===== config.mk =====
export PLATFORM = sky130hd
export DESIGN_NAME = branch_resolve_unit
export DESIGN_NICKNAME = d
export VERILOG_FILES = /design/src/rtl/brc_pkg.sv /design/src/rtl/brc_decode.sv /design/src/rtl/brc_cond.sv /design/src/rtl/brc_seq.sv /design/src/rtl/branch_resolve_unit.sv
export SDC_FILE = /design/constraint.sdc
export NUM_CORES = 1
export LEC_CHECK = 0
export BUFFER_PORTS_ARGS = -buffer_cell sky130_fd_sc_hd__buf_2
export CORE_UTILIZATION = 35
export CTS_BUF_LIST = sky130_fd_sc_hd__clkbuf_4
export DETAILED_ROUTE_END_ITERATION = 16
export SLEW_MARGIN = 25
export SYNTH_ARGS = -nofsm -noshare
export SYNTH_HDL_FRONTEND = slang
export SYNTH_HIERARCHICAL = 1
export SYNTH_SLANG_ARGS = --single-unit

===== constraint.sdc =====
create_clock -name clk -period 2.8 [get_ports clk]
set_input_delay 0.84 -clock clk [delete_from_list [all_inputs] [get_ports clk]]
set_output_delay 0.84 -clock clk [all_outputs]
set_load 0.01 [all_outputs]

===== src/rtl/brc_pkg.sv =====
package brc_pkg;

  typedef enum logic [1:0] {
    GRP_JP   = 2'd0,
    GRP_CALL = 2'd1,
    GRP_RET  = 2'd2,
    GRP_BAD  = 2'd3
  } grp_e;

  // flag positions tested by the condition field
  localparam int unsigned FLG_C  = 0;
  localparam int unsigned FLG_PV = 2;
  localparam int unsigned FLG_Z  = 6;
  localparam int unsigned FLG_S  = 7;

  // clock-state costs
  localparam int unsigned TS_JP       = 10;
  localparam int unsigned TS_CALL_YES = 17;
  localparam int unsigned TS_CALL_NO  = 10;
  localparam int unsigned TS_RET_YES  = 11;
  localparam int unsigned TS_RET_NO   = 5;
  localparam int unsigned TS_BAD      = 0;

  // cc[2:1] picks the flag, cc[0] is the level that satisfies the test
  function automatic logic cond_met(input logic [2:0] cc, input logic [7:0] fl);
    logic sel;
    case (cc[2:1])
      2'd0:    sel = fl[FLG_Z];
      2'd1:    sel = fl[FLG_C];
      2'd2:    sel = fl[FLG_PV];
      default: sel = fl[FLG_S];
    endcase
    return sel == cc[0];
  endfunction

  function automatic grp_e grp_of(input logic [7:0] op);
    grp_e g;
    g = GRP_BAD;
    if (op[7:6] == 2'b11) begin
      case (op[2:0])
        3'b010:  g = GRP_JP;
        3'b100:  g = GRP_CALL;
        3'b000:  g = GRP_RET;
        default: g = GRP_BAD;
      endcase
    end
    return g;
  endfunction

  function automatic int unsigned tstate_cost(input grp_e g, input logic hit);
    int unsigned n;
    case (g)
      GRP_JP:   n = TS_JP;
      GRP_CALL: n = hit ? TS_CALL_YES : TS_CALL_NO;
      GRP_RET:  n = hit ? TS_RET_YES : TS_RET_NO;
      default:  n = TS_BAD;
    endcase
    return n;
  endfunction

endpackage


===== src/rtl/brc_decode.sv =====
module brc_decode
  import brc_pkg::*;
#(
  parameter int unsigned OP_W = 8,
  localparam int unsigned CC_LSB = 3,
  localparam int unsigned CC_W = 3
) (
  input  logic [OP_W-1:0] opcode_i,
  output grp_e            grp_o,
  output logic [CC_W-1:0] cc_o
);
  assign grp_o = grp_of(opcode_i);
  assign cc_o  = opcode_i[CC_LSB +: CC_W];
endmodule


===== src/rtl/brc_cond.sv =====
module brc_cond
  import brc_pkg::*;
#(
  parameter int unsigned FLAG_W = 8,
  localparam int unsigned CC_W = 3,
  localparam int unsigned N_COND = 1 << CC_W
) (
  input  logic [FLAG_W-1:0] flags_i,
  input  logic [CC_W-1:0]   cc_i,
  output logic              hit_o
);
  logic [N_COND-1:0] hit_vec;

  for (genvar g = 0; g < N_COND; g++) begin : g_cond
    assign hit_vec[g] = cond_met(CC_W'(g), flags_i[7:0]);
  end

  assign hit_o = hit_vec[cc_i];
endmodule


===== src/rtl/brc_seq.sv =====
module brc_seq
  import brc_pkg::*;
#(
  parameter int unsigned PC_W = 16,
  parameter int unsigned TS_W = 5
) (
  input  logic            clk,
  input  logic            rst_n,
  input  logic            start_i,
  input  grp_e            grp_i,
  input  logic            hit_i,
  input  logic [PC_W-1:0] pc_i,
  input  logic [PC_W-1:0] target_i,
  output logic            idle_o,
  output logic            push_req_o,
  output logic [PC_W-1:0] push_data_o,
  output logic            pop_req_o,
  input  logic [PC_W-1:0] pop_data_i,
  input  logic            stack_ack_i,
  output logic            done_o,
  output logic [PC_W-1:0] next_pc_o,
  output logic [TS_W-1:0] tstates_o,
  output logic            taken_o,
  output logic            illegal_o
);
  typedef enum logic [1:0] {ST_IDLE, ST_PUSH, ST_POP} st_e;
  st_e st_q;
  logic [PC_W-1:0] tgt_q;

  logic accept_w, need_push_w, need_pop_w, finish_w;
  assign idle_o      = (st_q == ST_IDLE);
  assign accept_w    = start_i && idle_o;
  assign need_push_w = (grp_i == GRP_CALL) && hit_i;
  assign need_pop_w  = (grp_i == GRP_RET) && hit_i;
  assign finish_w    = !idle_o && stack_ack_i;

  always_ff @(posedge clk or negedge rst_n) begin
    if (!rst_n) begin
      st_q        <= ST_IDLE;
      tgt_q       <= '0;
      push_req_o  <= 1'b0;
      push_data_o <= '0;
      pop_req_o   <= 1'b0;
      done_o      <= 1'b0;
      next_pc_o   <= '0;
      tstates_o   <= '0;
      taken_o     <= 1'b0;
      illegal_o   <= 1'b0;
    end else begin
      done_o <= 1'b0;
      case (st_q)
        ST_IDLE: begin
          if (accept_w) begin
            if (need_push_w) begin
              st_q        <= ST_PUSH;
              push_req_o  <= 1'b1;
              push_data_o <= pc_i;
              tgt_q       <= target_i;
            end else if (need_pop_w) begin
              st_q      <= ST_POP;
              pop_req_o <= 1'b1;
            end else begin
              done_o    <= 1'b1;
              next_pc_o <= (grp_i == GRP_JP && hit_i) ? target_i : pc_i;
              tstates_o <= TS_W'(tstate_cost(grp_i, hit_i));
              taken_o   <= hit_i && (grp_i == GRP_JP);
              illegal_o <= (grp_i == GRP_BAD);
            end
          end
        end
        ST_PUSH: begin
          if (stack_ack_i) begin
            st_q       <= ST_IDLE;
            push_req_o <= 1'b0;
            done_o     <= 1'b1;
            next_pc_o  <= tgt_q;
            tstates_o  <= TS_W'(tstate_cost(GRP_CALL, 1'b1));
            taken_o    <= 1'b1;
            illegal_o  <= 1'b0;
          end
        end
        ST_POP: begin
          if (stack_ack_i) begin
            st_q      <= ST_IDLE;
            pop_req_o <= 1'b0;
            done_o    <= 1'b1;
            next_pc_o <= pop_data_i;
            tstates_o <= TS_W'(tstate_cost(GRP_RET, 1'b1));
            taken_o   <= 1'b1;
            illegal_o <= 1'b0;
          end
        end
        default: st_q <= ST_IDLE;
      endcase
    end
  end

  // the two stack requests are exclusive
  p_one_req_r7: assert property (@(posedge clk) disable iff (!rst_n)
    !(push_req_o && pop_req_o));

  // an unanswered push holds its request and word
  p_push_hold_r8: assert property (@(posedge clk) disable iff (!rst_n)
    push_req_o && !stack_ack_i |=> push_req_o && $stable(push_data_o));

  // an unanswered pop holds its request
  p_pop_hold_r8: assert property (@(posedge clk) disable iff (!rst_n)
    pop_req_o && !stack_ack_i |=> pop_req_o && !done_o);

  // an answered push closes a taken call
  p_push_close_r4: assert property (@(posedge clk) disable iff (!rst_n)
    push_req_o && stack_ack_i |=> done_o && taken_o && !push_req_o
      && tstates_o == TS_W'(TS_CALL_YES));

  // an answered pop lands the popped word
  p_pop_close_r5: assert property (@(posedge clk) disable iff (!rst_n)
    pop_req_o && stack_ack_i |=> done_o && !pop_req_o
      && next_pc_o == $past(pop_data_i));

  // a strobe while busy yields no completion beyond the pending one
  p_busy_start_r10: assert property (@(posedge clk) disable iff (!rst_n)
    start_i && !idle_o && !finish_w |=> !done_o);
endmodule


===== src/rtl/branch_resolve_unit.sv =====
module branch_resolve_unit
  import brc_pkg::*;
#(
  parameter int unsigned PC_W = 16,
  parameter int unsigned TS_W = 5,
  localparam int unsigned BYTE_W = PC_W / 2
) (
  input  logic              clk,
  input  logic              rst_n,
  input  logic              start_i,
  input  logic [7:0]        opcode_i,
  input  logic [7:0]        flags_i,
  input  logic [PC_W-1:0]   pc_i,
  input  logic [BYTE_W-1:0] tgt_lo_i,
  input  logic [BYTE_W-1:0] tgt_hi_i,
  output logic              push_req_o,
  output logic [PC_W-1:0]   push_data_o,
  output logic              pop_req_o,
  input  logic [PC_W-1:0]   pop_data_i,
  input  logic              stack_ack_i,
  output logic              done_o,
  output logic [PC_W-1:0]   next_pc_o,
  output logic [TS_W-1:0]   tstates_o,
  output logic              taken_o,
  output logic              illegal_o
);
  grp_e            grp_w;
  logic [2:0]      cc_w;
  logic            hit_w;
  logic            idle_w;
  logic [PC_W-1:0] target_w;

  // low byte first
  assign target_w = {tgt_hi_i, tgt_lo_i};

  brc_decode #(.OP_W(8)) i_decode (
    .opcode_i (opcode_i),
    .grp_o    (grp_w),
    .cc_o     (cc_w)
  );

  brc_cond #(.FLAG_W(8)) i_cond (
    .flags_i (flags_i),
    .cc_i    (cc_w),
    .hit_o   (hit_w)
  );

  brc_seq #(.PC_W(PC_W), .TS_W(TS_W)) i_seq (
    .clk         (clk),
    .rst_n       (rst_n),
    .start_i     (start_i),
    .grp_i       (grp_w),
    .hit_i       (hit_w),
    .pc_i        (pc_i),
    .target_i    (target_w),
    .idle_o      (idle_w),
    .push_req_o  (push_req_o),
    .push_data_o (push_data_o),
    .pop_req_o   (pop_req_o),
    .pop_data_i  (pop_data_i),
    .stack_ack_i (stack_ack_i),
    .done_o      (done_o),
    .next_pc_o   (next_pc_o),
    .tstates_o   (tstates_o),
    .taken_o     (taken_o),
    .illegal_o   (illegal_o)
  );

  logic accept_w, stack_w;
  assign accept_w = start_i && idle_w;
  assign stack_w  = hit_w && (grp_w == GRP_CALL || grp_w == GRP_RET);

  // no stack traffic and an immediate done when none is needed
  p_quick_done_r7: assert property (@(posedge clk) disable iff (!rst_n)
    accept_w && !stack_w |=> done_o && !push_req_o && !pop_req_o);

  // illegal completions never report a transfer
  p_bad_not_taken_r9: assert property (@(posedge clk) disable iff (!rst_n)
    done_o && illegal_o |-> !taken_o && tstates_o == '0);
endmodule


==> results by group, run 1 <==
Clock tree
  • Post-cts sizing count: 0
  • Inserted Clock Buffers: 9
  • TritonCTS clock tree: built
  • Clk pin slew, worst setup/hold paths: 0.11 ns
  • Sink Count: 59
  • Post-CTS setup buffers: 0
  • Clock Latency Late Sink: 0.40 ns
  • Hold-fix buffers, CTS: 0
  • Worst-case clock buffer depth: 2
  • H-tree level count: 3
  • Root buf cell: clkbuf_4

Timing
  • Endpoints failing setup: 0
  • Slew @ Worst Pin: 0.562 ns
  • Fmax: 418 MHz
  • Setup WS post-layout: 0.405 ns
  • Fin crit period: 2.39 ns
  • Max-slew violations: 0
  • Final period utilization: 85.5%
  • Final Hold Fails: 0
  • RSZ-0062 raised after global routing: no
  • Slew Limit Headroom: 62.5%
  • Setup TNS: 0 ns
  • Fin Hold WS: 0.410 ns
  • Final Skew: 0.0116 ns

Pwr
  • Internal cell power: 2.32 mW
  • Net Sw Frac: 38.0%
  • Total Power: 3.75 mW
  • Clk pwr share: 16.0%
  • Flop pwr share: 36.1%
  • Worst vdd ir: 0.405 mV
  • Pwr dens: 933 nW/µm²
  • Leakage: 2.09 nW
  • Psw: 1.42 mW
  • Combinational Power Share: 47.8%

Final layout
  • Share of cells above drive strength 1: 51.9%
  • # fillers: 802
  • Fin area: 4020 µm²
  • Area of the multi-input gates: 1530 µm²
  • Register Area: 1480 µm²
  • Final nets: 444
  • Area Overhead vs Synth: 27.9%
  • Ant. Diodes: 0

Logic synthesis
  • Sequential-to-total area share from yosys stat: 47.0%
  • Top cell type's share of synthesized area: 47.0%
  • Syn Std Cell Area: 3140 µm²
  • Cell taking the most area after synthesis: dfrtp_1
  • Post-synth top cells: 59 x dfrtp_1, 28 x mux2_4, 24 x nand2_1
  • Top_reg_cell synth: dfrtp_1
  • Syn avg cell area: 12.2 µm²
  • Post-Syn Instances: 258
  • Syn_nets: 331
  • Post-synth cell types: 41
  • Synth warnings: 6
  • Number of synthesized flops with an enable pin: 0
  • Async S/R FF share, synth: 100%
  • Ranking of synthesized cells by area: dfrtp_1 47%, mux2_4 13%, a221o_1 5.1%, mux2_2 3.9%, mux2_1 3.6%
  • FF+latch count, synth: 59
  • Count leader, synth: dfrtp_1

Die
  • # rows: 34
  • I/O pin cnt: 110
  • Die Y: 96.7 µm
  • Area of the core: 8720 µm²
  • Die W: 96.7 µm
  • Die area: 9360 µm²
  • Starting Density: 36.0%

GRT
  • Initial antenna violation count: 0
  • First-pass GRT wire length: 13.0 mm
  • Vias in the first global route: 2534
  • Largest net degree at the start of global routing: 37
  • Overflow after GRT: 0
  • Overall Global Routing Usage: 17.7%

Route
  • Routed met2 length: 3.81 mm
  • Metal-1 WL: 3.47 mm
  • DRT iter0 DRCs: 38
  • Post-DRT Antenna Nets: 0
  • Routed WL: 7.70 mm
  • Pre-antenna DRT Iters: 4
  • DR DRC count: 0
  • Top routing layer used: met4
  • WL per Instance: 15.9 µm
  • WL met3: 294 µm
  • Via Count: 2412
  • Vias per cell: 4.98

Setup path
  • RR Startpoint: i_seq/st_q[0]$_DFFE_PN0P_
  • Worst-path cell chain: buf_2 > mux4_2 > xnor2_4 > nor3b_4 > buf_4 > mux2_2 > o21ai_0 > o21ai_1
  • Worst path bufs/invs: 2
  • Critical path class: input pin to register
  • Slowest stage cell, crit path: mux4_2
  • Crit path DAT: 2.68 ns
  • Setup crit start kind: input pin
  • Max incr delay on CP: 0.55 ns
  • CP Depth: 8
  • Critical Path End Type: register
  • CP delay by family, top: multiplexers
  • Reg2reg path depth: 6
  • CP Data Required Time: 3.08 ns
  • Max FO, Critical Path: 6
  • R2R Setup Slk: 0.78 ns
  • Reg2reg end: i_seq/illegal_o$_DFFE_PN0P_

Hold path
  • Hold WC Path Type: input pin to async pin

Placement
  • Dpl ws: -0.0532 ns
  • Post-DP Area: 3890 µm²
  • IO buf count: 105
  • Gpl congestion: 0.770
  • Final HPWL DP: 5.42 mm

Run
  • Max Cap Viol: 0

Run status
  • Status: completed
==> flip-flops by register name, summed over array words and instances (netlist names) <==
register	flops
i_seq/push_data_o	16
i_seq/push_req_o	1
i_seq/tgt_q	16
i_seq/pop_req_o	1
i_seq/next_pc_o	16
i_seq/taken_o	1
i_seq/st_q	2
i_seq/illegal_o	1
i_seq/tstates_o	4
i_seq/done_o	1
==> logic make-up after synthesis <==
group / count (synthesis) / synth area share, %
buf+inv: 29 / 5.34
mux: 52 / 22.3
fa+ha+maj: 5 / 1.99
simple gates: 43 / 6.81
compound gates: 67 / 15.7
xor+xnor: 3 / 0.837
flops: 59 / 47.0
==> layout by cell type, fill, tap and decap left out, types with 3 or more instances in the layout <==
master      n
a221o_1    16
buf_12      4
buf_2     105
buf_4      14
clkbuf_4   10
clkinv_2    3
dfrtp_1    59
ha_1        5
inv_1       8
mux2_1      9
mux2_2     11
mux2_4     29
nand2_1    24
nor2_1      9
o21ai_0     9
o21ai_1    19
o21ai_2    10
==> how the worst max path moves through the flow <==
stage | start | to
after floorplan | opcode_i[5] | i_seq/next_pc_o[10]$_DFFE_PN0P_
after global placement | opcode_i[5] | i_seq/next_pc_o[5]$_DFFE_PN0P_
after detailed placement | opcode_i[5] | i_seq/next_pc_o[8]$_DFFE_PN0P_
after CTS | opcode_i[5] | i_seq/next_pc_o[8]$_DFFE_PN0P_
after global routing | opcode_i[5] | i_seq/next_pc_o[8]$_DFFE_PN0P_
final | opcode_i[5] | i_seq/next_pc_o[8]$_DFFE_PN0P_
==> power groups by stage <==
stage	sequential (mW)	clock [mW]	combinational [mW]
after floorplan	1.47	0	1.09
after global placement	1.36	0	1.78
after detailed placement	1.37	0	1.81
after CTS	1.36	0.621	1.82
after global routing	1.40	0.651	1.98
final	1.35	0.601	1.79
==> per-layer routing <==
layer / track usage, % / vias to the layer above
li1: - / 1157
met4: 6.89 / 0
met3: 3.68 / 11
met2: 29.1 / 58
met1: 22.7 / 1186
met5: 0 / -
==> area by class of cell <==
type / instances / share of cell area [%]
multi-input cells: 170 / 38.2
well taps: 108 / 3.36
inverters: 8 / 0.747
clock inverters: 6 / 1.40
clock buffers: 10 / 1.87
repair buffers: 123 / 17.7
flip-flops and latches: 59 / 36.7
==> metrics by stage <==
stage                     utilization (%)  instances
final                                46.1        484
after global routing                 46.1        484
after CTS                            46.1        484
after detailed placement             44.6        468
after global placement               44.6        468
after floorplan                         -        258
No activity file was read; power rests on OpenSTA's default activity.
==> run 2, diff against run 1 <==
--- a/config.mk
+++ b/config.mk
@@ -11,2 +11,3 @@
 export DETAILED_ROUTE_END_ITERATION = 16
+export MAX_ROUTING_LAYER = met4
 export SLEW_MARGIN = 25
==> constraint.sdc (replaced) <==
create_clock -name clk -period 2.8 [get_ports clk]
set_input_delay 0.14 -clock clk [delete_from_list [all_inputs] [get_ports clk]]
set_output_delay 0.14 -clock clk [all_outputs]
set_load 0.01 [all_outputs]
==> run 2 against run 1 <==
Final cell count rose by 5.8%. Final area increased by 5.7%. Non-clock buffer count is 28 higher. Sequential share of layout area decreased by 2.0 points. Clock-buffer cell count unchanged. Largest cell class unchanged. Utilization up 2.6 points. Sequential power hardly changed. Clock power decreased by 1%. Sequential cell count unchanged. Largest power group unchanged.
==> results by group, run 2 (synthesized netlist as in run 1, its figures left out) <==
Run status
  • Status: completed

Timing
  • Fin crit period: 2.14 ns (-0.254 ns)
  • Final Skew: 0.0117 ns (+0.0000983 ns)
  • Slew @ Worst Pin: 0.531 ns (-0.0310 ns)
  • Fin Hold WS: 0.104 ns (-0.306 ns)
  • Final Hold Fails: 0 (unchanged)
  • Final period utilization: 76.5% (-9.1 points)
  • Setup TNS: 0 ns (unchanged)
  • Max-slew violations: 0 (unchanged)
  • RSZ-0062 raised after global routing: no
  • Fmax: 467 MHz (+12%)
  • Endpoints failing setup: 0 (unchanged)
  • Slew Limit Headroom: 64.6% (+2.1 points)

Placement
  • DP Cell Count: 463 (-1.1%)
  • Final HPWL DP: 5.27 mm (-2.7%)
  • IO buf count: 105 (unchanged)
  • Gpl congestion: 0.789 (+2.6%)
  • Post-DP Area: 3780 µm² (-2.6%)

GRT
  • Vias in the first global route: 2625 (+3.6%)
  • Overall Global Routing Usage: 18.6% (+0.95 points)
  • Initial antenna violation count: 0 (unchanged)
  • Largest net degree at the start of global routing: 26 (-30%)
  • First-pass GRT wire length: 13.4 mm (+3.4%)
  • Overflow after GRT: 0 (unchanged)

Route
  • Via Count: 2482 (+2.9%)
  • DRT iter0 DRCs: 64 (+68%)
  • Post-DRT Antenna Nets: 0 (unchanged)
  • WL per Instance: 15.4 µm (-3.0%)
  • Routed WL: 7.89 mm (+2.6%)
  • DR DRC count: 0 (unchanged)
  • Pre-antenna DRT Iters: 4 (unchanged)
  • Vias per cell: 4.85 (-2.7%)

Setup path
  • Worst-path cell chain: inv_1 > ha_1 > inv_1 > o21ai_0 > a211oi_2 > mux2_2
  • Max incr delay on CP: 0.42 ns (-0.13 ns)
  • Critical Path End Type: register
  • Crit path DAT: 2.42 ns (-0.26 ns)
  • Reg2reg end: i_seq/illegal_o$_DFFE_PN0P_
  • RR Startpoint: i_seq/st_q[0]$_DFFE_PN0P_
  • Slowest stage cell, crit path: dfrtp_1
  • Crit path top cell by count: inv_1
  • CP Data Required Time: 3.08 ns (about the same)
  • R2R Setup Slk: 0.66 ns (-0.12 ns)
  • Setup crit start kind: register
  • Max FO, Critical Path: 9 (+3)
  • Reg2reg path depth: 6 (unchanged)
  • Critical path class: register to register

Clock tree
  • Clk pin slew, worst setup/hold paths: 0.10 ns (about the same)
  • Post-cts sizing count: 0 (unchanged)
  • Worst-case clock buffer depth: 2 (unchanged)
  • H-tree level count: 3 (unchanged)
  • TritonCTS clock tree: built
  • Sink Count: 59 (unchanged)
  • Clock Latency Late Sink: 0.39 ns (about the same)
  • Root buf cell: clkbuf_4
  • Inserted Clock Buffers: 9 (unchanged)

Final layout
  • Largest registers: i_seq/next_pc_o: 16 flops, i_seq/push_data_o: 16 flops, i_seq/tgt_q: 16 flops
  • Final nets: 472 (+6.3%)
  • Fin cells: 512 (+5.8%)
  • Area Overhead vs Synth: 35.2%
  • Fin area: 4250 µm² (+5.7%)
  • Most frequent cells in the layout: 105 x buf_2, 59 x dfrtp_1, 33 x dlygate4sd3_1
  • Ant. Diodes: 0 (unchanged)
  • Share of cells above drive strength 1: 46.3% (-5.6 points)
  • Commonest non-fill, non-tap cell in the layout: buf_2

Hold path
  • Worst Hold Depth: 3
  • Hold path start: stack_ack_i
  • Hold WC Path Type: input pin to register
  • End of the worst hold path: i_seq/st_q[0]$_DFFE_PN0P_

Pwr
  • Pwr dens: 876 nW/µm² (-6.1%)
  • Internal cell power: 2.31 mW (-0.70%)
  • Net Sw Frac: 38.0% (-0.057 points)
  • Psw: 1.41 mW (-0.95%)
  • Clk pwr share: 15.9% (about the same)
  • Combinational Power Share: 47.6% (-0.2 points)
  • Flop pwr share: 36.5% (+0.4 points)
  • Leakage: 2.18 nW (+4.2%)
  • Worst vdd ir: 0.267 mV (-34%)

Die
  • Die W: 96.7 µm (unchanged)
  • # rows: 34 (unchanged)
  • I/O pin cnt: 110 (unchanged)
  • Die area: 9360 µm² (unchanged)
  • Die Y: 96.7 µm (unchanged)
  • Area of the core: 8720 µm² (unchanged)
  • Starting Density: 36.0% (unchanged)

Run
  • Max Cap Viol: 0 (unchanged)
run 2: cell count changes in the layout (fill, tap and decap cells not counted), sizes merged:
cell | previous run | this run
buf | 123 | 118
dlygate4sd3 | 0 | 33
run 2: worst max-delay path by stage:
stage | startpoint | to | slack (ns)
global route | i_seq/st_q[0]$_DFFE_PN0P_ | i_seq/illegal_o$_DFFE_PN0P_ | 0.51
global placement | opcode_i[5] | i_seq/tgt_q[8]$_DFFE_PN0P_ | 0.36
CTS | i_seq/st_q[0]$_DFFE_PN0P_ | i_seq/illegal_o$_DFFE_PN0P_ | 0.67
detailed placement | opcode_i[5] | i_seq/push_data_o[15]$_DFFE_PN0P_ | 0.38
floorplan | opcode_i[5] | i_seq/next_pc_o[10]$_DFFE_PN0P_ | 0.47
finish | i_seq/st_q[0]$_DFFE_PN0P_ | i_seq/illegal_o$_DFFE_PN0P_ | 0.66
run 2: metal layers:
layer	GRT usage, %	part of all wire [%]	vias to the layer above
li1	-	-	1232
met1	24.2	47	1181
met2	29.7	49	59
met3	2.75	3.1	10
met4	6.77	1.2	0
met5	-	0	-
run 2: area by class of cell:
type                    instances  area [µm²]
multi-input cells             170        1510
flip-flops and latches         59        1480
inverters                       8        30.0
well taps                     108         135
clock buffers                  10        75.1
repair buffers                151         966
fillers                       801        4470
clock inverters                 6        56.3
run 2: stage by stage:
stage / util [%] / worst slack [ns] / total power [mW]
floorplan: - / 0.472 / 2.54
global placement: 43.4 / 0.365 / 3.09
detailed placement: 43.4 / 0.376 / 3.11
CTS: 48.7 / 0.673 / 3.76
global route: 48.7 / 0.511 / 4.01
finish: 48.7 / 0.659 / 3.72
run 2: critical path, delay by kind of cell, from the launching register on:
family / cells / cell delay (ns)
flip-flops: 1 / 0.42
multiplexers: 1 / 0.37
adder cells (fa/ha/maj): 1 / 0.31
buffers and inverters: 2 / 0.39
AO/OA/AOI/OAI: 2 / 0.54
run 2: what timing repair did:
action | in CTS | in global routing
hold buffers | 33 | 0
endpoints found under the hold margin | 45 | 0
setup buffers | 0 | 0
run 2: power by group through the flow:
stage          Combinational (mW)  Clock (mW)  Sequential (mW)
3_5_place_dp                 1.74           0             1.37
6_report                     1.77       0.593             1.36
3_3_place_gp                 1.72           0             1.36
5_1_grt                      1.95       0.663             1.40
4_1_cts                      1.79       0.619             1.36
2_1_floorplan                1.08           0             1.47
